**src/rtl/wdr_pkg.sv**
```systemverilog
package wdr_pkg;

    typedef enum logic [1:0] {
        ST_OFF   = 2'd0,
        ST_DBNC  = 2'd1,
        ST_POR   = 2'd2,
        ST_WATCH = 2'd3
    } wdr_state_e;

    typedef struct packed {
        wdr_state_e st;
        logic       act;
        logic       act_n;
    } wdr_ctl_t;

endpackage

```
**src/rtl/wdr_clr_qual.sv**
```systemverilog
module wdr_clr_qual #(
    parameter int MIN_LOW = 4
) (
    input  logic clk,
    input  logic rst_n,
    input  logic clr_n_i,
    output logic qual_o
);
    localparam int CW = $clog2(MIN_LOW + 1);
    localparam logic [CW-1:0] QUAL_AT = CW'(MIN_LOW - 1);
    localparam logic [CW-1:0] SAT_AT  = CW'(MIN_LOW);

    typedef struct packed {
        logic          s1;
        logic          s2;
        logic [CW-1:0] low;
    } qual_t;

    qual_t q, d;

    always_comb begin
        d    = q;
        d.s1 = clr_n_i;
        d.s2 = q.s1;
        if (q.s2) begin
            d.low = '0;
        end else if (q.low != SAT_AT) begin
            d.low = q.low + 1'b1;
        end
    end

    // one-cycle strobe when the low phase reaches the minimum width
    assign qual_o = !q.s2 && (q.low == QUAL_AT);

    always_ff @(posedge clk or negedge rst_n) begin
        if (!rst_n) begin
            q.s1  <= 1'b1;
            q.s2  <= 1'b1;
            q.low <= '0;
        end else begin
            q <= d;
        end
    end
endmodule

```
**src/rtl/wdr_period_cnt.sv**
```systemverilog
module wdr_period_cnt #(
    parameter int CNT_W = 7
) (
    input  logic             clk,
    input  logic             rst_n,
    input  logic             tick_i,
    input  logic             restart_i,
    input  logic [CNT_W-1:0] last_i,
    output logic             done_o
);
    logic [CNT_W-1:0] cnt_q, cnt_d;

    assign done_o = tick_i && (cnt_q == last_i);

    always_comb begin
        cnt_d = cnt_q;
        if (restart_i) begin
            cnt_d = '0;
        end else if (tick_i) begin
            cnt_d = done_o ? '0 : cnt_q + 1'b1;
        end
    end

    always_ff @(posedge clk or negedge rst_n) begin
        if (!rst_n) begin
            cnt_q <= '0;
        end else begin
            cnt_q <= cnt_d;
        end
    end
endmodule

```
**src/rtl/wd_recover.sv**
```systemverilog
module wd_recover #(
    parameter int TO_TICKS = 100,
    parameter int MIN_LOW  = 4
) (
    input  logic clk,
    input  logic rst_n,
    input  logic tick_i,
    input  logic run_i,
    input  logic pwrup_i,
    input  logic clr_n_i,
    output logic rst_o,
    output logic rst_n_o
);
    import wdr_pkg::*;

    localparam int DBNC  = TO_TICKS >> 6;
    localparam int CNT_W = (TO_TICKS > 1) ? $clog2(TO_TICKS) : 1;
    localparam logic [CNT_W-1:0] TO_LAST   = CNT_W'(TO_TICKS - 1);
    localparam logic [CNT_W-1:0] DBNC_LAST = CNT_W'((DBNC > 0) ? DBNC - 1 : 0);
    localparam wdr_state_e START_ST = (DBNC > 0) ? ST_DBNC : ST_POR;

    wdr_ctl_t         q, d;
    logic             qual;
    logic             done;
    logic             restart;
    logic [CNT_W-1:0] last;

    wdr_clr_qual #(.MIN_LOW(MIN_LOW)) u_qual (
        .clk     (clk),
        .rst_n   (rst_n),
        .clr_n_i (clr_n_i),
        .qual_o  (qual)
    );

    wdr_period_cnt #(.CNT_W(CNT_W)) u_cnt (
        .clk       (clk),
        .rst_n     (rst_n),
        .tick_i    (tick_i),
        .restart_i (restart),
        .last_i    (last),
        .done_o    (done)
    );

    assign last = (q.st == ST_DBNC) ? DBNC_LAST : TO_LAST;

    always_comb begin
        d       = q;
        restart = 1'b0;
        if (!run_i) begin
            d.st    = ST_OFF;
            d.act   = 1'b1;
            restart = 1'b1;
        end else if (pwrup_i) begin
            d.st    = START_ST;
            d.act   = 1'b1;
            restart = 1'b1;
        end else begin
            unique case (q.st)
                ST_OFF: begin
                    d.act   = 1'b1;
                    restart = 1'b1;
                end
                ST_DBNC: begin
                    if (done) d.st = ST_POR;
                end
                ST_POR: begin
                    if (done) begin
                        d.st  = ST_WATCH;
                        d.act = 1'b0;
                    end
                end
                ST_WATCH: begin
                    if (qual) begin
                        d.act   = 1'b0;
                        restart = 1'b1;
                    end else if (done) begin
                        d.act = ~q.act;
                    end
                end
                default: d.st = ST_OFF;
            endcase
        end
        d.act_n = ~d.act;
    end

    always_ff @(posedge clk or negedge rst_n) begin
        if (!rst_n) begin
            q.st    <= ST_OFF;
            q.act   <= 1'b1;
            q.act_n <= 1'b0;
        end else begin
            q <= d;
        end
    end

    assign rst_o   = q.act;
    assign rst_n_o = q.act_n;
endmodule

```
**config.mk**
```make
export PLATFORM = sky130hd
export DESIGN_NAME = wd_recover
export DESIGN_NICKNAME = d
export VERILOG_FILES = /design/src/rtl/wdr_pkg.sv /design/src/rtl/wdr_clr_qual.sv /design/src/rtl/wdr_period_cnt.sv /design/src/rtl/wd_recover.sv
export SDC_FILE = /design/constraint.sdc
export NUM_CORES = 1
export LEC_CHECK = 0
export ABC_CLOCK_PERIOD_IN_PS = 6200
export BUFFER_PORTS_ARGS = -buffer_cell sky130_fd_sc_hd__buf_4
export CAP_MARGIN = 20
export CORE_UTILIZATION = 55
export CTS_BUF_LIST = sky130_fd_sc_hd__clkbuf_4 sky130_fd_sc_hd__clkbuf_8 sky130_fd_sc_hd__clkbuf_16
export CTS_CLUSTER_SIZE = 16
export DETAILED_ROUTE_END_ITERATION = 10
export HOLD_SLACK_MARGIN = 0.12
export PLACE_DENSITY = 0.73
export SLEW_MARGIN = 0
export SYNTH_ARGS = -nofsm -noshare
export SYNTH_HDL_FRONTEND = slang
export SYNTH_SLANG_ARGS = --single-unit
```
**constraint.sdc**
```tcl
create_clock -name clk -period 6.2 [get_ports clk]
set_clock_uncertainty 0.05 [all_clocks]
set_input_delay 1.24 -clock clk [delete_from_list [all_inputs] [get_ports clk]]
set_output_delay 1.24 -clock clk [all_outputs]
set_load 0.05 [all_outputs]
```
==> metrics.md <==
| Metric | Value |
|---|---|
| Slowest stage delay, CP | 0.57 ns |
| Routed Antenna Nets | 0 |
| Via Count | 700 |
| Critical path fanouts, max | 12 |
| Pwr Density | 242.0 mW/mm² |
| Core area | ~0.0015 mm² |
| Hold_sp | u_qual.d[3]$_DFF_PN1_ |
| Ant diodes | 0 |
| Vias in the first global route | roughly 680 |
| Clock transition at path regs | 0.10 ns |
| Gr usage total | 0.2069 |
| Period Utilization, post-route | 0.4622 |
| RR Startpoint | q[3]$_DFFE_PN0P_ |
| Slew HR | 0.5928 |
| GPL Wtd Cong | approximately 0.75 |
| CTS buffer count | 3 |
| Critical Path AT | ~3 ns |
| First-pass GRT wire length | between 2000 and 3000 µm |
| Seq/Total Area, Yosys | 0.4330 |
| Layout cell share with drive strength beyond 1 | 0.1980 |
| Overall Power | about 250 µW |
| Deepest clock path buffer count | 2 |
| MaxCap Viol Count | 0 |
| DP Cell Count | 113 |
| Hold Vio Cnt, Final | 0 |
| Leak | ~0.45 nW |
| Post-CTS Hold Fix Bufs | 0 |
| Grt total ovfl | 0 |
| Final core utilization | 0.6696 |
| Syn nets | approximately 110 |
| Die Span Y | ~43 µm |
| Drt initial violations | 9 |
| Layout area overhead | 10.59% |
| Non-filler cells, final | between 100 and 150 |
| Req. time, crit path | between 6 and 7 ns |
| Clock sink total | 16 |
| Worst skew pair latency | ~0.28 ns |
| Initial antenna violation count | 0 |
| Setup-failing EPs final | 0 |
| Unrepaired setup endpoints after global routing | no |
| Setup Slack @ Placement | approximately 3.1 ns |
| Initial Utilization | 0.6055 |
| IO buf count | 7 |
| Seq cells post-synth | 16 |
| Critical-path cell list | buf_4, nor4b_1, nand2_1, ha_1, nor3b_1, a2111oi_0, o21ai_0 |
| Actual slew at the worst max-slew pin | 0.5954 ns |
| Fillcell total | ~130 |
| Status | completed |
| Via/cell ratio | approximately 6.0 |
| DR WL/cell | roughly 14 µm |
| Crit path launch | tick_i |
| Gate count of the mapped netlist | roughly 90 |
| Min cycle time layout | approximately 2.9 ns |
| Most common cell after layout, fill and taps aside | dfrtp_1 |
| Synth unique cells | 33 |
| Critical path capture point type | flip-flop |
| Fmax | 0.3489 GHz |
| Fin nets | about 120 |
| Root Buffer | clkbuf_4 |
| IO Count | 8 |
| DRC viols | 0 |
| Setup Buffers After CTS | 0 |
| Routed WL | 1663 µm |
| Post-synthesis cell area | around 930 µm² |
| Max Slew Vio Count | 0 |
| CTS tree | yes |
| Critical Path Start Type | input pin |
| Setup tns final | 0 ns |
| Largest net degree at the start of global routing | 17 |
| Syn avg cell area | 10.26 µm² |
| H-tree depth | 1 |
| Detailed Routing Iterations Pass 1 | 4 |
| PnR worst setup slack | 3.334 ns |
| Die W | roughly 43 µm |
| Row cnt | 14 |
| Critical path class | in -> reg |
| Leading cell types in the layout, fill and taps excluded | 13 x dfrtp_1, 9 x ha_1, 7 x inv_1, 7 x buf_4 |
| CP max-delay cell | a2111oi_0 |
| Resized Gates After CTS | 0 |
| Die area | around 0.0019 mm² |
| Hold Crit Class | reg -> reg |
| Worst vdd ir | ~150 µV |
| Yosys warns | 0 |
| Hpwl dp | around 1200 µm |
==> cells by family (layout without fill, tap and decap cells) <==
logic type,count (synthesis),after routing,synth area share
and+or+nand+nor,32,32,0.2038
adders and majority gates,9,9,0.1206
xor gates and xnor gates,4,4,0.03754
DFF,16,16,0.4330
AOI/OAI and AO/OA,22,22,0.1729
buffers and inverters,8,18,0.03217
==> flip-flops by register name, summed over array words and instances, names as in the netlist <==
register,count
u_cnt.cnt_q,7
u_qual.q,4
u_qual.d,1
rst_n_o,1
rst_o,1
q,2
==> per-layer routing <==
layer	track usage	part of all wire	up-vias
met4	0.09091	0.013	0
met5	0	0	-
met3	0.02553	0.020	4
li1	-	-	349
met2	0.3522	0.51	8
met1	0.2596	0.46	339
==> power by group <==
part,leakage [nW],switching [mW],internal (mW)
logic,0.222,0.0329,0.0278
registers,0.209,0.0102,0.117
clock network,0.0184,0.0328,0.0294
==> Yosys cell counts <==
cell type  number  area (µm²)
a2111oi_0       1       8.760
a211oi_1        3       22.52
a21oi_1         6       30.03
a22o_1          1       8.760
a31oi_1         1       6.260
and3_1          2       12.51
clkbuf_1        1       3.750
dfrtp_1        13       325.3
dfstp_2         3       78.83
ha_1            9       112.6
inv_1           7       26.28
nand2_1         6       22.52
nand2b_1        2       12.51
nand3_1         2       10.01
nand3b_1        1       7.510
nand4_1         3       18.77
nor2_1          5       18.77
nor2b_1         3       18.77
nor3_1          1       5.000
nor3b_1         2       15.01
nor4b_1         1       8.760
o211ai_1        2       15.01
o21a_1          1       7.510
o21ai_0         3       15.01
o21ai_1         1       5.000
o22a_4          1       17.52
o22ai_2         2       25.02
or2b_1          1       7.510
or3b_2          1       8.760
or4b_2          1       10.01
or4b_4          1       13.76
xnor2_1         1       8.760
xor2_1          3       26.28
==> through the flow <==
stage	instance area, µm²	hold slack (ns)
final	1032	0.3153
after global routing	1032	0.3258
after CTS	1032	0.3166
after detailed placement	1002	0.3031
after global placement	1002	0.2955
after floorplan	933.4	0.2952
==> area by class of cell <==
cell class | count | area [µm²] | share of cell area
well taps | 16 | 20.02 | 0.01939
multi-input cells | 67 | 499.2 | 0.4836
clock buffers | 4 | 30.03 | 0.02909
repair buffers | 7 | 52.55 | 0.05091
inverters | 7 | 26.28 | 0.02545
flip-flops and latches | 16 | 404.1 | 0.3915
==> critical path, delay by kind of cell <==
| kind | cells | cell delay (ns) |
|---|---|---|
| buffers and inverters | 1 | 0.13 |
| and+or+nand+nor | 3 | 0.58 |
| AOI/OAI and AO/OA | 2 | 0.75 |
| adders and majority gates | 1 | 0.30 |
==> path summary, 6_finish.rpt <==
kind / end / slack [ns] / cells after the start
setup / recovery: rst_o$_DFF_PN1_ / 3.33 / 7
hold / removal: u_qual.q[3]$_DFF_PN1_ / 0.32 / 0
setup reg to reg: rst_o$_DFF_PN1_ / 3.41 / 9
hold reg to reg: u_qual.q[3]$_DFF_PN1_ / 0.32 / 0
max in group asynchronous: u_qual.d[3]$_DFF_PN1_ / 5.11 / 1
min in group asynchronous: u_cnt.cnt_q[6]$_DFFE_PN0P_ / 0.74 / 1
Power figures use the tool's default switching activity.
